File: config.mk
export PLATFORM = sky130hd
export DESIGN_NAME = pnl_power_seq
export DESIGN_NICKNAME = d
export VERILOG_FILES = /design/src/rtl/pnl_seq_pkg.sv /design/src/rtl/pnl_seq_rom.sv /design/src/rtl/pnl_seq_timer.sv /design/src/rtl/pnl_seq_ctrl.sv /design/src/rtl/pnl_power_seq.sv
export SDC_FILE = /design/constraint.sdc
export NUM_CORES = 1
export LEC_CHECK = 0
export BUFFER_PORTS_ARGS = -buffer_cell sky130_fd_sc_hd__buf_2
export CELL_PAD_IN_SITES_DETAIL_PLACEMENT = 0
export CELL_PAD_IN_SITES_GLOBAL_PLACEMENT = 1
export CORE_MARGIN = 2
export CORE_UTILIZATION = 25
export DETAILED_ROUTE_END_ITERATION = 16
export GPL_ROUTABILITY_DRIVEN = 0
export PLACE_DENSITY_LB_ADDON = 0.3
export SLEW_MARGIN = 5
export SYNTH_ARGS = -nofsm -noshare
export SYNTH_HDL_FRONTEND = slang
export SYNTH_SLANG_ARGS = --single-unit
File: constraint.sdc
create_clock -name clk -period 3.38 [get_ports clk]
set_input_delay 0.338 -clock clk [delete_from_list [all_inputs] [get_ports clk]]
set_output_delay 0.338 -clock clk [all_outputs]
set_load 0.1 [all_outputs]
File: src/rtl/pnl_seq_pkg.sv
package pnl_seq_pkg;

    localparam int UP_STEPS   = 44;
    localparam int DOWN_STEPS = 4;
    localparam int WAKE_STEPS = 3;
    localparam int IDX_W      = $clog2(UP_STEPS);

    localparam logic [1:0] LEN0 = 2'd0;
    localparam logic [1:0] LEN1 = 2'd1;
    localparam logic [1:0] LEN2 = 2'd2;

    typedef enum logic [2:0] {
        PS_OFF,
        PS_BL_DROP,
        PS_LAUNCH,
        PS_BUSY,
        PS_PAUSE,
        PS_ON
    } pseq_state_e;

    typedef enum logic {
        DIR_UP,
        DIR_DOWN
    } pseq_dir_e;

    typedef struct packed {
        logic [7:0]  addr;
        logic [1:0]  len;
        logic [15:0] data;
        logic        pause;
    } pseq_step_t;

    function automatic pseq_step_t mk(input logic [7:0] a, input logic [1:0] n,
                                      input logic [15:0] d, input logic p);
        pseq_step_t s;
        s.addr  = a;
        s.len   = n;
        s.data  = d;
        s.pause = p;
        return s;
    endfunction

    // Power-up table: wake-up prologue, power rails, set-up block, display on.
    function automatic pseq_step_t up_step(input logic [IDX_W-1:0] i);
        case (i)
            6'd0, 6'd1, 6'd2: return mk(8'h00, LEN0, 16'h0000, 1'b1);
            6'd3:  return mk(8'hB0, LEN1, 16'h0017, 1'b0);
            6'd4:  return mk(8'hBC, LEN1, 16'h0080, 1'b0);
            6'd5:  return mk(8'h3B, LEN1, 16'h0000, 1'b0);
            6'd6:  return mk(8'hB0, LEN1, 16'h0016, 1'b0);
            6'd7:  return mk(8'hB8, LEN2, 16'hFFF9, 1'b0);
            6'd8:  return mk(8'h11, LEN0, 16'h0000, 1'b0);
            6'd9:  return mk(8'hBA, LEN1, 16'h0001, 1'b0);
            6'd10: return mk(8'hBB, LEN1, 16'h0000, 1'b0);
            6'd11: return mk(8'h3A, LEN1, 16'h0060, 1'b0);
            6'd12: return mk(8'hBF, LEN1, 16'h0010, 1'b0);
            6'd13: return mk(8'hB1, LEN1, 16'h0056, 1'b0);
            6'd14: return mk(8'hB2, LEN1, 16'h0033, 1'b0);
            6'd15: return mk(8'hB3, LEN1, 16'h0011, 1'b0);
            6'd16: return mk(8'hB3, LEN1, 16'h0011, 1'b0);
            6'd17: return mk(8'hB4, LEN1, 16'h0002, 1'b0);
            6'd18: return mk(8'hB5, LEN1, 16'h002B, 1'b0);
            6'd19: return mk(8'hB6, LEN1, 16'h0040, 1'b0);
            6'd20: return mk(8'hB7, LEN1, 16'h0003, 1'b0);
            6'd21: return mk(8'hB9, LEN1, 16'h0004, 1'b0);
            6'd22: return mk(8'hBD, LEN1, 16'h0004, 1'b0);
            6'd23: return mk(8'hBE, LEN1, 16'h0000, 1'b0);
            6'd24: return mk(8'hC0, LEN1, 16'h0011, 1'b0);
            6'd25: return mk(8'hC1, LEN1, 16'h0011, 1'b0);
            6'd26: return mk(8'hC2, LEN1, 16'h0011, 1'b0);
            6'd27: return mk(8'hC3, LEN2, 16'h2040, 1'b0);
            6'd28: return mk(8'hC4, LEN2, 16'h60C0, 1'b0);
            6'd29: return mk(8'hC5, LEN2, 16'h1020, 1'b0);
            6'd30: return mk(8'hC6, LEN2, 16'h60C0, 1'b0);
            6'd31: return mk(8'hC7, LEN2, 16'h5533, 1'b0);
            6'd32: return mk(8'hC8, LEN1, 16'h0000, 1'b0);
            6'd33: return mk(8'hC9, LEN1, 16'h0000, 1'b0);
            6'd34: return mk(8'hCA, LEN1, 16'h0000, 1'b0);
            6'd35: return mk(8'hEC, LEN2, 16'h01F0, 1'b0);
            6'd36: return mk(8'hCF, LEN1, 16'h0002, 1'b0);
            6'd37: return mk(8'hD0, LEN2, 16'h0804, 1'b0);
            6'd38: return mk(8'hD1, LEN1, 16'h0001, 1'b0);
            6'd39: return mk(8'hD2, LEN2, 16'h0000, 1'b0);
            6'd40: return mk(8'hD3, LEN2, 16'h0D0E, 1'b0);
            6'd41: return mk(8'hD4, LEN2, 16'h11A4, 1'b0);
            6'd42: return mk(8'hD5, LEN1, 16'h000E, 1'b0);
            6'd43: return mk(8'h29, LEN0, 16'h0000, 1'b0);
            default: return mk(8'h00, LEN0, 16'h0000, 1'b0);
        endcase
    endfunction

    // Power-down table: display off, outputs parked, sleep, rails off.
    function automatic pseq_step_t down_step(input logic [IDX_W-1:0] i);
        case (i)
            6'd0: return mk(8'h28, LEN0, 16'h0000, 1'b0);
            6'd1: return mk(8'hB8, LEN2, 16'h8002, 1'b0);
            6'd2: return mk(8'h10, LEN0, 16'h0000, 1'b0);
            6'd3: return mk(8'hB0, LEN1, 16'h0000, 1'b0);
            default: return mk(8'h00, LEN0, 16'h0000, 1'b0);
        endcase
    endfunction

endpackage

File: src/rtl/pnl_seq_rom.sv
module pnl_seq_rom
    import pnl_seq_pkg::*;
(
    input  pseq_dir_e        dir,
    input  logic [IDX_W-1:0] idx,
    output pseq_step_t       step,
    output logic             last,
    output logic             wake
);
    localparam logic [IDX_W-1:0] UP_LAST   = IDX_W'(UP_STEPS - 1);
    localparam logic [IDX_W-1:0] DOWN_LAST = IDX_W'(DOWN_STEPS - 1);
    localparam logic [IDX_W-1:0] WAKE_END  = IDX_W'(WAKE_STEPS);

    always_comb begin
        if (dir == DIR_UP) begin
            step = up_step(idx);
            last = (idx == UP_LAST);
            wake = (idx < WAKE_END);
        end else begin
            step = down_step(idx);
            last = (idx == DOWN_LAST);
            wake = 1'b0;
        end
    end
endmodule

File: src/rtl/pnl_seq_timer.sv
module pnl_seq_timer #(
    parameter int WAIT_CYCLES = 150_000
) (
    input  logic clk,
    input  logic rst,
    input  logic start,
    output logic expired
);
    localparam int CNT_W = $clog2(WAIT_CYCLES + 1);
    localparam logic [CNT_W-1:0] LOAD = CNT_W'(WAIT_CYCLES - 1);

    logic [CNT_W-1:0] cnt;
    logic             running;

    assign expired = running && (cnt == '0);

    always_ff @(posedge clk) begin
        if (rst) begin
            cnt     <= '0;
            running <= 1'b0;
        end else if (start) begin
            cnt     <= LOAD;
            running <= 1'b1;
        end else if (expired) begin
            running <= 1'b0;
        end else if (running) begin
            cnt <= cnt - 1'b1;
        end
    end
endmodule

File: src/rtl/pnl_seq_ctrl.sv
module pnl_seq_ctrl
    import pnl_seq_pkg::*;
(
    input  logic             clk,
    input  logic             rst,
    input  logic             on_req,
    input  logic             off_req,
    input  logic             wr_done,
    input  logic             wr_err,
    input  logic             step_pause,
    input  logic             step_last,
    input  logic             step_wake,
    input  logic             tmr_expired,
    output logic             tmr_start,
    output pseq_dir_e        dir,
    output logic [IDX_W-1:0] idx,
    output logic             wr_req,
    output logic             ready,
    output logic             backlight,
    output logic             seq_error
);
    pseq_state_e      st, st_n;
    pseq_dir_e        dir_n;
    logic [IDX_W-1:0] idx_n;
    logic             acc, acc_n, acc_now;
    logic             err_n, bl_n, advance;

    always_comb begin
        st_n      = st;
        dir_n     = dir;
        idx_n     = idx;
        acc_n     = acc;
        acc_now   = acc;
        err_n     = seq_error;
        bl_n      = backlight;
        tmr_start = 1'b0;
        advance   = 1'b0;
        case (st)
            PS_OFF: if (on_req) begin
                st_n  = PS_LAUNCH;
                dir_n = DIR_UP;
                idx_n = '0;
                acc_n = 1'b0;
                err_n = 1'b0;
            end
            PS_ON: if (off_req) begin
                st_n  = PS_BL_DROP;
                dir_n = DIR_DOWN;
                idx_n = '0;
                acc_n = 1'b0;
                err_n = 1'b0;
                bl_n  = 1'b0;
            end
            PS_BL_DROP: st_n = PS_LAUNCH;
            PS_LAUNCH:  st_n = PS_BUSY;
            PS_BUSY: if (wr_done) begin
                acc_now = acc | wr_err;
                acc_n   = acc_now;
                if (wr_err && step_wake) begin
                    st_n  = PS_OFF;
                    err_n = 1'b1;
                end else if (step_pause) begin
                    st_n      = PS_PAUSE;
                    tmr_start = 1'b1;
                end else begin
                    advance = 1'b1;
                end
            end
            PS_PAUSE: if (tmr_expired) advance = 1'b1;
            default: st_n = PS_OFF;
        endcase

        if (advance) begin
            if (step_last) begin
                err_n = acc_now;
                if (dir == DIR_UP) begin
                    st_n = PS_ON;
                    bl_n = 1'b1;
                end else begin
                    st_n = PS_OFF;
                end
            end else begin
                idx_n = idx + 1'b1;
                st_n  = PS_LAUNCH;
            end
        end
    end

    always_ff @(posedge clk) begin
        if (rst) begin
            st        <= PS_OFF;
            dir       <= DIR_UP;
            idx       <= '0;
            acc       <= 1'b0;
            seq_error <= 1'b0;
            backlight <= 1'b0;
        end else begin
            st        <= st_n;
            dir       <= dir_n;
            idx       <= idx_n;
            acc       <= acc_n;
            seq_error <= err_n;
            backlight <= bl_n;
        end
    end

    assign wr_req = (st == PS_LAUNCH);
    assign ready  = (st == PS_ON);
endmodule

File: src/rtl/pnl_power_seq.sv
module pnl_power_seq
    import pnl_seq_pkg::*;
#(
    parameter int WAIT_CYCLES = 150_000
) (
    input  logic        clk,
    input  logic        rst,
    input  logic        pwr_on_req,
    input  logic        pwr_off_req,
    output logic        wr_req,
    output logic [7:0]  wr_addr,
    output logic [1:0]  wr_len,
    output logic [15:0] wr_data,
    input  logic        wr_done,
    input  logic        wr_err,
    output logic        backlight_en,
    output logic        panel_ready,
    output logic        seq_error
);
    pseq_dir_e        dir;
    logic [IDX_W-1:0] idx;
    pseq_step_t       step;
    logic             step_last, step_wake;
    logic             tmr_start, tmr_expired;

    pnl_seq_rom u_rom (
        .dir  (dir),
        .idx  (idx),
        .step (step),
        .last (step_last),
        .wake (step_wake)
    );

    pnl_seq_timer #(.WAIT_CYCLES(WAIT_CYCLES)) u_tmr (
        .clk     (clk),
        .rst     (rst),
        .start   (tmr_start),
        .expired (tmr_expired)
    );

    pnl_seq_ctrl u_ctrl (
        .clk         (clk),
        .rst         (rst),
        .on_req      (pwr_on_req),
        .off_req     (pwr_off_req),
        .wr_done     (wr_done),
        .wr_err      (wr_err),
        .step_pause  (step.pause),
        .step_last   (step_last),
        .step_wake   (step_wake),
        .tmr_expired (tmr_expired),
        .tmr_start   (tmr_start),
        .dir         (dir),
        .idx         (idx),
        .wr_req      (wr_req),
        .ready       (panel_ready),
        .backlight   (backlight_en),
        .seq_error   (seq_error)
    );

    assign wr_addr = step.addr;
    assign wr_len  = step.len;
    assign wr_data = step.data;
endmodule

==> impl_metrics.env <==
export IMPL_viasPerCell=5.23
export IMPL_dr_total_vias=3514
export IMPL_io_pins=36
export IMPL_p_leak_uw=0.00177
export IMPL_syn_num_nets=472
export IMPL_status="finished, final reports clean"
export IMPL_timing_rr_start="u_tmr.cnt[0]$_SDFFE_PP0P_"
export IMPL_core_area_um2=14400
export IMPL_cp_data_arrival_time_ns=3.37
export IMPL_yosys_area_top_type_share_pct=31.8
export IMPL_yosysSeqAreaShare_pct=31.8
export IMPL_tightest_slew_ns=0.731
export IMPL_netlist_instances=452
export IMPL_grt_pass1_vias=3319
export IMPL_rows=44
export IMPL_layout_cells_non_filler=672
export IMPL_layout_common_cells="58 x dfxtp_1, 39 x nor2_1, 38 x a21oi_1, 35 x buf_2, 27 x nand2_1"
export IMPL_cap_violations=0
export IMPL_dp_hpwl_um=7690
export IMPL_start_kind="flip-flop"
export IMPL_grt_max_degree=32
export IMPL_synth_area_leaders="dfxtp_1 32%, a21oi_1 5.2%, ha_1 4.8%, nor2_1 4.0%, nor2b_1 3.3%"
export IMPL_htreeDepth=3
export IMPL_crit_path_start="u_tmr.cnt[0]$_SDFFE_PP0P_"
export IMPL_finalSetupViolations=0
export IMPL_wirelength_um=11000
export IMPL_worst_path_max_delay_cell="dfxtp_1"
export IMPL_syn2layout_area_growth_pct=19.8
export IMPL_grt_pass1_wl_um=17800
export IMPL_cp_cell_sequence="inv_1, ha_1, nor4b_2, and4_1, a21o_1, nand2_1, a32oi_1, nor2_1, inv_1, ha_2, and3_4, a211o_1, a32o_1"
export IMPL_place_area_um2=4050
export IMPL_synth_distinct_cells=77
export IMPL_slew_limit_headroom_pct=50.8
export IMPL_final_area_um2=4380
export IMPL_cts_sinks=58
export IMPL_grt_total_usage_pct=14.3
export IMPL_hold_viol_final=0
export IMPL_antenna_found_initial=0
export IMPL_drt_wirelength_per_cell_um=16.4
export IMPL_hp_class="primary input to flip-flop"
export IMPL_antenna_left=0
export IMPL_crit_path_max_fanout=8
export IMPL_cp_required_ns=3.61
export IMPL_first_pass_iters=5
export IMPL_fp_dieH_um=125
export IMPL_path_common_cell="inv_1"
export IMPL_die_w_um=125
export IMPL_fin_crit_ns=3.14
export IMPL_regToRegSetupSlack_ns=0.24
export IMPL_rsz0062_at_grt="yes"
export IMPL_layout_drive_gt1_share_pct=18.9
export IMPL_period_share_pct=92.9
export IMPL_synth_warnings=0
export IMPL_start_util_pct=25.3
export IMPL_async_reset_ff_share_pct=0
export IMPL_cts_made_buffers=9
export IMPL_diodes=0
export IMPL_power_density_nw_per_um2=404
export IMPL_grt_overflow_total=0
export IMPL_cp_end_kind="flip-flop"
export IMPL_clock_latency_ns=0.34
export IMPL_cts_hold_fix_buffers=0
export IMPL_setup_worst_path_class="flip-flop to flip-flop"
export IMPL_cts_tree="done"
export IMPL_dp_cells=656
export IMPL_r2r_cells=13
export IMPL_drc=0
export IMPL_clockBufferDepth=2
export IMPL_synth_edff_count=0
export IMPL_dr_first_iter_drc_count=230
export IMPL_dieArea_um2=15600
export IMPL_vdd_drop_max_mv=0.221
export IMPL_fin_skew_ns=0.00679
export IMPL_port_buffers=35
export IMPL_synth_area_per_cell_um2=8.08
export IMPL_synth_ff_type="dfxtp_1"
export IMPL_netlist_top_cell_by_area="dfxtp_1"
export IMPL_fmax_mhz=319
export IMPL_maxSlewViolCount=0
export IMPL_max_stage_delay_ns=0.35
export IMPL_synth_seq_cells=58
export IMPL_synth_area_um2=3650
export IMPL_cts_root_buffer="clkbuf_16"
export IMPL_clkTransAtPathRegs_ns=0.06
export IMPL_mostFrequentLayoutCell="dfxtp_1"
export IMPL_layout_nets=503
final cells by class:
class	instances	area (um2)
multi-input combinational	338	2240
sequential	58	1160
clock buffer	11	243
tap	184	230
fill	1543	10000
clock inverter	5	77.6
timing repair buffer	56	345
inverter	20	81.3
metrics by stage:
| stage | power, uW | setup TNS (ns) | util (%) | setup slack [ns] | hold WS [ns] |
|---|---|---|---|---|---|
| after detailed placement | 788 | 0 | 28.1 | 0.190 | 0.454 |
| final | 1770 | 0 | 30.3 | 0.241 | 0.325 |
| after floorplan | 769 | 0 | - | 0.174 | 0.466 |
| after global placement | 788 | 0 | 28.1 | 0.248 | 0.443 |
| after CTS | 1790 | 0 | 30.3 | 0.156 | 0.325 |
| after global routing | 1820 | -0.0172 | 30.3 | -0.0108 | 0.338 |
cells in the mapped netlist, types with 3 or more instances:
library cell / instances
and3_1: 6
xor2_1: 7
inv_1: 17
a21o_1: 4
o2bb2ai_1: 5
nor2b_1: 19
and2_1: 4
a31oi_1: 6
a211o_1: 3
nand4_1: 3
nand3_1: 15
and3b_1: 3
buf_6: 3
nor3_1: 14
nor3b_1: 4
a2bb2oi_1: 3
mux2i_1: 5
nor4_1: 4
a21oi_1: 38
o21a_1: 3
buf_2: 11
clkbuf_1: 16
o21ai_0: 21
nor2_1: 39
a32oi_1: 3
xnor2_1: 12
a22oi_1: 7
o211ai_1: 5
ha_1: 14
nand2_1: 27
o22ai_1: 9
or4_1: 3
dfxtp_1: 58
worst min path at each step:
stage / slack, ns / start / depth (start not counted) / to
6_report: 0.32 / pwr_off_req / 3 / u_ctrl.dir$_SDFFE_PP0P_
3_5_place_dp: 0.45 / u_ctrl.backlight$_SDFF_PP0_ / 2 / u_ctrl.backlight$_SDFF_PP0_
4_1_cts: 0.32 / pwr_off_req / 3 / u_ctrl.dir$_SDFFE_PP0P_
2_1_floorplan: 0.47 / u_ctrl.acc$_SDFFE_PP0P_ / 2 / u_ctrl.acc$_SDFFE_PP0P_
5_1_grt: 0.34 / pwr_off_req / 3 / u_ctrl.dir$_SDFFE_PP0P_
3_3_place_gp: 0.44 / u_ctrl.backlight$_SDFF_PP0_ / 2 / u_ctrl.backlight$_SDFF_PP0_
worst max-delay path, delay by kind of cell, from the launching register on:
family	cells	cell delay, ns
buffers and inverters	2	0.26
flip-flops	1	0.35
AND/OR/NAND/NOR	5	1.05
adder cells (fa/ha/maj)	2	0.48
AO/OA/AOI/OAI	4	0.89
per-layer routing:
layer | vias up | track usage, % | wire length (um) | share of wire (%)
li1 | 1706 | - | - | -
met1 | 1673 | 19.1 | 5050 | 46
met2 | 117 | 21.9 | 5100 | 46
met3 | 18 | 2.96 | 628 | 5.7
met4 | 0 | 7.19 | 242 | 2.2
met5 | - | 0 | 0 | 0
where the power goes:
part / switching [uW] / total (uW) / internal [uW]
Combinational: 48.0 / 71.9 / 24.0
Clock: 332 / 995 / 662
Sequential: 11.0 / 702 / 691
cells by family after synthesis:
kind of cell               share of synthesized area, %
and+or+nand+nor                                    24.6
AOI/OAI and AO/OA                                  25.4
DFF                                                31.8
buffers and inverters                              7.09
xor gates and xnor gates                           4.56
adders and majority gates                          4.80
muxes                                              1.75
timing repair:
action                     4_1_cts  5_1_grt
setup endpoints to repair        0       10
buffers inserted                 0        0
gates resized for setup          0        3
No activity file was read; power rests on OpenSTA's default activity.
